[src/rtl/i2c_slv_pkg.sv]
package i2c_slv_pkg;
  typedef enum logic [2:0] {
    ST_IDLE,
    ST_ADDR,
    ST_ADDR_ACK,
    ST_RX,
    ST_RX_ACK,
    ST_TX,
    ST_TX_ACK,
    ST_HOLD
  } slv_state_e;
endpackage

[src/rtl/i2c_slv_filt.sv]
module i2c_slv_filt #(
  parameter int SYNC_STAGES = 2,
  parameter int FILT_LEN    = 4
) (
  input  logic clk,
  input  logic rst,
  input  logic raw,
  output logic filt
);
  localparam int SYNC_MSB = SYNC_STAGES - 1;

  logic [SYNC_MSB:0] sync_q;

  always_ff @(posedge clk) begin
    if (rst) sync_q <= '1;
    else     sync_q <= {sync_q[SYNC_MSB-1:0], raw};
  end

  generate
    if (FILT_LEN < 2) begin : g_nofilt
      always_ff @(posedge clk) begin
        if (rst) filt <= 1'b1;
        else     filt <= sync_q[SYNC_MSB];
      end
    end else begin : g_filt
      logic [FILT_LEN-1:0] win_q;
      always_ff @(posedge clk) begin
        if (rst) begin
          win_q <= '1;
          filt  <= 1'b1;
        end else begin
          win_q <= {win_q[FILT_LEN-2:0], sync_q[SYNC_MSB]};
          if (&win_q)       filt <= 1'b1;
          else if (~|win_q) filt <= 1'b0;
        end
      end
      // a new filtered level must match what the synchronizer delivered earlier
      AST_FILT_AGREES: assert property (@(posedge clk) disable iff (rst)
        !$stable(filt) |-> ($past(sync_q[SYNC_MSB], 2) == filt));
    end
  endgenerate
endmodule

[src/rtl/i2c_slv_cond.sv]
module i2c_slv_cond (
  input  logic clk,
  input  logic rst,
  input  logic scl_f,
  input  logic sda_f,
  output logic scl_rise,
  output logic scl_fall,
  output logic start_ev,
  output logic stop_ev
);
  logic scl_q, sda_q;

  always_ff @(posedge clk) begin
    if (rst) begin
      scl_q <= 1'b1;
      sda_q <= 1'b1;
    end else begin
      scl_q <= scl_f;
      sda_q <= sda_f;
    end
  end

  always_comb begin
    scl_rise = scl_f & ~scl_q;
    scl_fall = ~scl_f & scl_q;
    start_ev = scl_q & scl_f & sda_q & ~sda_f;
    stop_ev  = scl_q & scl_f & ~sda_q & sda_f;
  end
endmodule

[src/rtl/i2c_slv_engine.sv]
module i2c_slv_engine
  import i2c_slv_pkg::*;
#(
  parameter int DATA_W = 8
) (
  input  logic              clk,
  input  logic              rst,
  input  logic              scl_f,
  input  logic              sda_f,
  input  logic              scl_rise,
  input  logic              scl_fall,
  input  logic              start_ev,
  input  logic              stop_ev,
  input  logic [DATA_W-2:0] own_addr,
  input  logic [DATA_W-1:0] tx_data,
  output logic              sda_oe,
  output logic              busy,
  output logic              rd_mode,
  output logic [DATA_W-1:0] rx_data,
  output logic              rx_valid,
  output logic              tx_req,
  output logic              addr_hit,
  output logic              nak_seen
);
  localparam int CNT_W = $clog2(DATA_W);
  localparam logic [CNT_W-1:0] LAST_BIT = CNT_W'(DATA_W - 1);

  slv_state_e        state_q;
  logic [DATA_W-1:0] sh_q;
  logic [CNT_W-1:0]  cnt_q;
  logic              full_q;
  logic              mack_q;

  always_ff @(posedge clk) begin
    rx_valid <= 1'b0;
    tx_req   <= 1'b0;
    addr_hit <= 1'b0;
    nak_seen <= 1'b0;
    if (rst) begin
      state_q <= ST_IDLE;
      sh_q    <= '0;
      cnt_q   <= '0;
      full_q  <= 1'b0;
      mack_q  <= 1'b0;
      sda_oe  <= 1'b0;
      busy    <= 1'b0;
      rd_mode <= 1'b0;
      rx_data <= '0;
    end else if (start_ev) begin
      state_q <= ST_ADDR;
      cnt_q   <= '0;
      full_q  <= 1'b0;
      sda_oe  <= 1'b0;
      busy    <= 1'b0;
    end else if (stop_ev) begin
      state_q <= ST_IDLE;
      sda_oe  <= 1'b0;
      busy    <= 1'b0;
    end else begin
      unique case (state_q)
        ST_ADDR, ST_RX: begin
          if (scl_rise) begin
            sh_q  <= {sh_q[DATA_W-2:0], sda_f};
            cnt_q <= cnt_q + 1'b1;
            if (cnt_q == LAST_BIT) full_q <= 1'b1;
          end else if (scl_fall && full_q) begin
            full_q <= 1'b0;
            if (state_q == ST_RX) begin
              rx_data  <= sh_q;
              rx_valid <= 1'b1;
              sda_oe   <= 1'b1;
              state_q  <= ST_RX_ACK;
            end else if (sh_q[DATA_W-1:1] == own_addr) begin
              sda_oe   <= 1'b1;
              busy     <= 1'b1;
              addr_hit <= 1'b1;
              rd_mode  <= sh_q[0];
              state_q  <= ST_ADDR_ACK;
            end else begin
              state_q <= ST_IDLE;
            end
          end
        end
        ST_ADDR_ACK: begin
          if (scl_fall) begin
            cnt_q <= '0;
            if (rd_mode) begin
              sh_q    <= tx_data;
              sda_oe  <= ~tx_data[DATA_W-1];
              tx_req  <= 1'b1;
              state_q <= ST_TX;
            end else begin
              sda_oe  <= 1'b0;
              state_q <= ST_RX;
            end
          end
        end
        ST_RX_ACK: begin
          if (scl_fall) begin
            sda_oe  <= 1'b0;
            state_q <= ST_RX;
          end
        end
        ST_TX: begin
          if (scl_fall) begin
            if (cnt_q == LAST_BIT) begin
              sda_oe  <= 1'b0;
              cnt_q   <= '0;
              mack_q  <= 1'b0;
              state_q <= ST_TX_ACK;
            end else begin
              sh_q   <= {sh_q[DATA_W-2:0], 1'b0};
              sda_oe <= ~sh_q[DATA_W-2];
              cnt_q  <= cnt_q + 1'b1;
            end
          end
        end
        ST_TX_ACK: begin
          if (scl_rise) begin
            if (sda_f) begin
              nak_seen <= 1'b1;
              state_q  <= ST_HOLD;
            end else begin
              mack_q <= 1'b1;
            end
          end else if (scl_fall && mack_q) begin
            sh_q    <= tx_data;
            sda_oe  <= ~tx_data[DATA_W-1];
            tx_req  <= 1'b1;
            state_q <= ST_TX;
          end
        end
        default: ;
      endcase
    end
  end

  AST_ADDR_ACK_LOW: assert property (@(posedge clk) disable iff (rst)
    (state_q == ST_ADDR_ACK) |-> sda_oe);
  AST_DATA_ACK_LOW: assert property (@(posedge clk) disable iff (rst)
    (state_q == ST_RX_ACK) |-> sda_oe);
  AST_OE_MOVES_SCL_LOW: assert property (@(posedge clk) disable iff (rst)
    !$stable(sda_oe) |-> !scl_f);
  AST_IDLE_RELEASED: assert property (@(posedge clk) disable iff (rst)
    (state_q == ST_IDLE) |-> (!sda_oe && !busy));
  AST_HOLD_BUSY: assert property (@(posedge clk) disable iff (rst)
    (state_q == ST_HOLD) |-> (busy && !sda_oe));
  AST_HIT_SETS_BUSY: assert property (@(posedge clk) disable iff (rst)
    addr_hit |-> busy);
endmodule

[src/rtl/i2c_slv_responder.sv]
module i2c_slv_responder #(
  parameter int DATA_W      = 8,
  parameter int SYNC_STAGES = 2,
  parameter int FILT_LEN    = 4
) (
  input  logic              clk,
  input  logic              rst,
  input  logic              scl_i,
  input  logic              sda_i,
  input  logic [DATA_W-2:0] own_addr,
  input  logic [DATA_W-1:0] tx_data,
  output logic              sda_oe,
  output logic              busy,
  output logic              rd_mode,
  output logic [DATA_W-1:0] rx_data,
  output logic              rx_valid,
  output logic              tx_req,
  output logic              addr_hit,
  output logic              nak_seen
);
  logic scl_f, sda_f, scl_rise, scl_fall, start_ev, stop_ev;

  i2c_slv_filt #(.SYNC_STAGES(SYNC_STAGES), .FILT_LEN(FILT_LEN)) i_scl_filt (
    .clk(clk), .rst(rst), .raw(scl_i), .filt(scl_f));

  i2c_slv_filt #(.SYNC_STAGES(SYNC_STAGES), .FILT_LEN(FILT_LEN)) i_sda_filt (
    .clk(clk), .rst(rst), .raw(sda_i), .filt(sda_f));

  i2c_slv_cond i_cond (
    .clk(clk), .rst(rst), .scl_f(scl_f), .sda_f(sda_f),
    .scl_rise(scl_rise), .scl_fall(scl_fall),
    .start_ev(start_ev), .stop_ev(stop_ev));

  i2c_slv_engine #(.DATA_W(DATA_W)) i_engine (
    .clk(clk), .rst(rst), .scl_f(scl_f), .sda_f(sda_f),
    .scl_rise(scl_rise), .scl_fall(scl_fall),
    .start_ev(start_ev), .stop_ev(stop_ev),
    .own_addr(own_addr), .tx_data(tx_data),
    .sda_oe(sda_oe), .busy(busy), .rd_mode(rd_mode),
    .rx_data(rx_data), .rx_valid(rx_valid), .tx_req(tx_req),
    .addr_hit(addr_hit), .nak_seen(nak_seen));
endmodule

[config.mk]
export PLATFORM = sky130hd
export DESIGN_NAME = i2c_slv_responder
export DESIGN_NICKNAME = d
export VERILOG_FILES = /design/src/rtl/i2c_slv_pkg.sv /design/src/rtl/i2c_slv_filt.sv /design/src/rtl/i2c_slv_cond.sv /design/src/rtl/i2c_slv_engine.sv /design/src/rtl/i2c_slv_responder.sv
export SDC_FILE = /design/constraint.sdc
export NUM_CORES = 1
export LEC_CHECK = 0
export BUFFER_PORTS_ARGS = -buffer_cell sky130_fd_sc_hd__buf_2
export CAP_MARGIN = 20
export CORE_AREA = 2 2 57 73
export DETAILED_ROUTE_END_ITERATION = 8
export DIE_AREA = 0 0 59 75
export PLACE_DENSITY_LB_ADDON = 0.25
export SYNTH_ARGS = -nofsm -noshare
export SYNTH_HDL_FRONTEND = slang
export SYNTH_SLANG_ARGS = --single-unit
[constraint.sdc]
create_clock -name clk -period 2.6 [get_ports clk]
set_input_delay 0.26 -clock clk [delete_from_list [all_inputs] [get_ports clk]]
set_output_delay 0.26 -clock clk [all_outputs]
set_load 0.02 [all_outputs]
======== After elaboration in Yosys (flattened, before gate mapping) ========
Index checks and enable logic that the tools add are counted.
storage, ports and cells
  bits of input ports ..................... 19
  output and inout port bits .............. 15
  logic and storage cells ................. 162
  bits in writable memories ............... 0
  memories ................................ 0
  latch bits .............................. 0
  ROM bits ................................ 0
  register bits ........................... 47
cells by class
  multipliers ............................. 0
  reductions and logical operators ........ 30
  divide/modulo/power cells ............... 0
  equal/unequal tests ..................... 33
  shifts and indexed selects .............. 0
  bitwise logic cells ..................... 20
  mux-type cells .......................... 56
  add/subtract/negate cells ............... 1
  order comparisons ....................... 0
operator list
  operator                                                                 number
  8-bit two-way mux                                                        7
  3-bit two-way mux                                                        15
  8-bit case mux with 4 select lines                                       1
  1-bit two-way mux                                                        27
  9-bit AND reduction                                                      3
  4-bit by 3-bit inequality test with 1-bit output, second input constant  5
  2-bit by 1-bit inequality test with 1-bit output, second input constant  8
  3-bit case mux with 5 select lines                                       1
  7-bit AND reduction                                                      2
  1-bit NOT                                                                13
  3-bit == test, second input constant                                     4
  2-bit inequality test, second input constant                             6
  4-bit AND reduction                                                      3
  10-bit AND reduction                                                     1
  5-bit AND reduction                                                      2
  3-bit case mux with 3 select lines                                       1
  2-bit OR reduction                                                       4
  4-bit OR reduction                                                       2
  1-bit AND                                                                7
  7-bit == test                                                            1
  7-bit nonzero test                                                       1
  7-bit OR reduction                                                       1
  3-bit by 2-bit == test with 1-bit output, second input constant          2
  6-bit AND reduction                                                      1
  other kinds (19)                                                         22

======== Depth between registers and ports, before layout ========
  depth in word-level cells ............... 8
  depth in mapped cells ................... 8
  mapped depth without buffers ............ 7

======== Cells and area by module ========
From an unflattened synthesis, not the netlist that was laid out.
unflattened totals
  cell total of the unflattened synthesis .. 237
  area, all modules ....................... 2,199.6 um^2
modules (own cells, without submodules)
  module          area an instance (um^2)  cells an instance  sequential area each (um^2)  times used
  i2c_slv_engine  1,701.6                  197                620.6                        1
  i2c_slv_filt    206.4                    16                 140.1                        2
  i2c_slv_cond    85.1                     8                  40.0                         1

======== Least setup slack after synthesis ========
OpenSTA, ideal clock, no wires.
  kind .................................... reg-to-reg
  from .................................... reg i_engine.cnt_q[0]
  to ...................................... reg i_engine.sh_q[0]
  path slack .............................. 0.822 ns
  path buffers ............................ 1
  setup time .............................. 0.128 ns
  required time ........................... 2.472 ns
  cell stages (with the launch flop) ...... 9
  arrival ................................. 1.651 ns
  clock period less this slack ............ 1.778 ns
  cells stage by stage .................... dfxtp_1 > ha_1 > ha_1 > o21ai_0 > a32oi_1 > a311oi_4 > buf_6 > mux2i_1 > nor2_1
on the way
  word-level cells in the longest chain between the ends .. 3
ends and longest elaborated chain
  element                          RTL line               RTL
  start, declared                  i2c_slv_engine.sv:30   logic [CNT_W-1:0] cnt_q;
  start signal, assigned           i2c_slv_engine.sv:64   cnt_q <= cnt_q + 1'b1;
  start signal, assigned           i2c_slv_engine.sv:114  cnt_q <= cnt_q + 1'b1;
  3-bit == test                    i2c_slv_engine.sv:106  if (cnt_q == LAST_BIT) begin
  2-bit inequality test (no line)  n/a
  10-bit AND reduction (no line)   n/a
  end signal, assigned             i2c_slv_engine.sv:88   sh_q <= tx_data;
  end signal, assigned             i2c_slv_engine.sv:112  sh_q <= {sh_q[DATA_W-2:0], 1'b0};
  end signal, assigned             i2c_slv_engine.sv:127  sh_q <= tx_data;
  end, declared                    i2c_slv_engine.sv:29   logic [DATA_W-1:0] sh_q;
Every way passes these cells.
A chain may end at the register's enable or synchronous reset.

======== Worst setup path after layout ========
  from .................................... reg i_engine.state_q[0]
  to ...................................... reg i_engine.sh_q[0]
on the way
  word-level cells in the longest chain between the ends .. 4
  elaborated cells between the ends (all ways) .. 16
  classes of those cells .................. eq/ne: 12; mux: 1; reduce/logical: 3
ends and longest elaborated chain
  element                                                                                               RTL line               RTL
  start, declared                                                                                       i2c_slv_engine.sv:28   slv_state_e state_q;
  start signal, assigned                                                                                i2c_slv_engine.sv:40   state_q <= ST_IDLE;
  start signal, assigned                                                                                i2c_slv_engine.sv:50   state_q <= ST_ADDR;
  start signal, assigned                                                                                i2c_slv_engine.sv:56   state_q <= ST_IDLE;
  3-bit by 1-bit == test with 1-bit output or 3-bit by 2-bit == test with 1-bit output (tied branches)  i2c_slv_engine.sv:60   unique case (state_q)
  2-bit OR reduction                                                                                    i2c_slv_engine.sv:60
  4-bit nonzero test (no line) or 2-bit inequality test (tied branches)                                 n/a
  10-bit AND reduction (no line)                                                                        n/a
  end signal, assigned                                                                                  i2c_slv_engine.sv:63   sh_q <= {sh_q[DATA_W-2:0], sda_f};
  end signal, assigned                                                                                  i2c_slv_engine.sv:88
  end signal, assigned                                                                                  i2c_slv_engine.sv:112
Several ways; a longest one is shown, not always the timed one.

==> impl_metrics.csv <==
group,metric,value,unit
status,status,"finished clean",
clock_tree,clockBufferDepth,2,
detailed_routing,wirelength,4.70,mm
timing,fmax,428,MHz
timing,fin_crit,2.34,ns
clock_tree,htreeDepth,2,
worst_setup_path,cp_max_fo,15,
yosys,synth.most_common_cell,"dfxtp_1",
global_routing,grt_pass1_vias,1714,
yosys,synth_area_leaders,"dfxtp_1 (43%), mux2i_1 (7.3%), nor2_1 (4.6%)",
placed_design,io_buffers,33,
clock_tree,ctsRootBufferMaster,"clkbuf_8",
clock_tree,postCtsSetupRepairBufs,0,
worst_setup_path,critPathMaxStageDelay,0.70,ns
yosys,syn_inst,247,
yosys,yosysWarnings,0,
detailed_routing,routedWlPerCell,14.8,um
yosys,synth_cell_types,46,
floorplan,initial_core_util,59.2,%
yosys,synth_area,0.00218,mm2
worst_setup_path,critPathRequiredTime,2.77,ns
final_layout,area_growth,12.6,%
clock_tree,ctsHoldBuffers,0,
clock_tree,path_clk_slew,0.09,ns
global_routing,antenna_found_initial,0,
detailed_routing,dr.pass1.iters,4,
yosys,async_reset_ff_share,0,%
worst_setup_path,start_kind,"register",
clock_tree,clock_sinks,47,
yosys,netlist_top_cells_count,"dfxtp_1 (47), nor2_1 (27), nand2_1 (22), mux2i_1 (16), or2_2 (16)",
clock_tree,cts_buffers,5,
timing,final.setup.tns,0,ns
power,powerDensity,492,mW/mm2
worst_setup_path,worst-path-buf-inv,1,
yosys,synth-seq-area-share,43.1,%
global_routing,gr-usage-all-layers,23.7,%
placed_design,gp_congestion,0.884,
yosys,yosys.area.top_type_share,43.1,%
worst_setup_path,end_kind,"register",
final_layout,drive_gt1_share,25.2,%
power,peakVddDrop,0.397,mV
yosys,synth_fp_nets,268,
yosys,synth_edf_count,0,
detailed_routing,postRouteAntennaNets,0,
timing,post-route-period-util,89.9,%
global_routing,grt_pass1_wl,7.89,mm
clock_tree,ctsResizeCount,0,
floorplan,core_area,0.00369,mm2
floorplan,design.portCount,34,
global_routing,grt_max_degree,41,
timing,skew,0.00248,ns
worst_setup_path,crit_chain,"inv_2, or3_4, a311oi_4, mux2i_1, nor2_1",
final_layout,nets,298,
yosys,ys.flop_type,"dfxtp_1",
final_layout,n_antenna_cell,0,
yosys,ys_seq_elements,47,
worst_setup_path,critPathSlowestCell,"a311oi_4",
job,max_cap_violations,0,
worst_setup_path,worstPathArrival,2.51,ns
final_layout,finalNonFillerCells,318,
global_routing,gr-total-overflow,0,
floorplan,dieArea,0.00443,mm2
yosys,avgSynthCellArea,8.84,um2
power,p_leak,0.925,nW
detailed_routing,num_vias,1858,
timing,relSlewSlack,48.4,%
timing,worstMarginPinSlew,0.774,ns
placed_design,dp_cells,310,
placed_design,post-dp-hpwl,3.35,mm
worst_hold_path,worstHoldPathType,"in -> reg",
floorplan,die_h,75,um
timing,rsz0062_at_grt,"no",
clock_tree,clk_latency,0.30,ns
yosys,yosysTopAreaCell,"dfxtp_1",
floorplan,rows,25,
floorplan,die_w,59,um
detailed_routing,drc,0,
detailed_routing,drt-initial-drc-count,73,
timing,hold_violations,0,
clock_tree,cts_tree,"built",
timing,finalSetupViolCount,0,
detailed_routing,via_per_inst,5.84,
worst_setup_path,critPathKind,"reg -> reg",
worst_setup_path,crit_family,"compound AO/OA/AOI/OAI gates",
timing,slew_violations,0,
## layout make-up
type                       instances  area [um2]
tap                               40        50.0
clock buffer                       5        68.8
multi-input combinational        179        1150
fill                             334        1230
sequential                        47         941
timing repair buffer              38         203
clock inverter                     3        22.5
inverter                           6        22.5
## final timing paths
check,startpoint,end,slack [ns],cells after the start
max reg2reg,i_engine.state_q[0]$_SDFFE_PP0P_,i_engine.sh_q[0]$_SDFFE_PP0P_,0.26,5
min reg2reg,i_scl_filt.sync_q[1]$_SDFF_PP1_,i_scl_filt.g_filt.win_q[0]$_SDFF_PP1_,0.41,1
max,i_engine.state_q[0]$_SDFFE_PP0P_,i_engine.sh_q[0]$_SDFFE_PP0P_,0.26,5
min,sda_i,i_sda_filt.sync_q[0]$_SDFF_PP1_,0.14,2
## worst register-to-register path: cells and delay by family (launching register included)
family	cells	cell delay [ns]
AOI/OAI and AO/OA	1	0.70
DFF	1	0.62
and+or+nand+nor	2	0.48
muxes	1	0.26
buffers and inverters	1	0.16
## cells by family after synthesis
group | synth area share (%)
buffers and inverters | 4.24
muxes | 7.34
and+or+nand+nor | 23.3
xor gates and xnor gates | 3.21
DFF | 43.1
adders and majority gates | 1.15
AOI/OAI and AO/OA | 17.7
## state kept, by name, indices dropped and copies added, names as in the netlist, 2 cells and up
name	flops
i_engine.sh_q	8
i_sda_filt.sync_q	2
i_engine.state_q	3
i_engine.rx_data	8
i_sda_filt.g_filt.win_q	4
i_scl_filt.g_filt.win_q	4
i_scl_filt.sync_q	2
i_engine.cnt_q	3
## cells in the final DEF (no fill, tap or decap), types with 6 or more instances in the layout
master,n
dfxtp_1,47
buf_2,33
nor2_1,27
nand2_1,22
mux2i_1,16
or2_2,16
a21oi_1,11
o21ai_0,9
xnor2_1,8
nand2b_1,6
## metrics by stage
step | total power, W | cell area (um2) | worst slack (ns) | hold WS [ns] | util (%)
finish | 0.00121 | 2460 | 0.263 | 0.137 | 66.6
global route | 0.00125 | 2460 | 0.0123 | 0.128 | 66.6
CTS | 0.00122 | 2460 | 0.321 | 0.134 | 66.6
detailed placement | 0.000781 | 2370 | 0.339 | 0.398 | 64.1
global placement | 0.000780 | 2370 | 0.367 | 0.392 | 64.1
floorplan | 0.000762 | 2180 | 0.822 | 0.364 | -
## power by group
part           leakage, nW  total [W]  switching, W  internal, W
registers            0.380   0.000725    0.00000165     0.000724
logic                0.495  0.0000390     0.0000206    0.0000184
clock network       0.0489   0.000445      0.000251     0.000194
total                0.925    0.00121      0.000273     0.000936
## metal layers
layer  share of wire (%)  GRT usage (%)
met5                   0              0
met4                 3.0           12.6
met3                 6.2           5.50
met2                  48           36.9
met1                  43           30.6
Note: power is estimated with default switching activity, not from simulation.
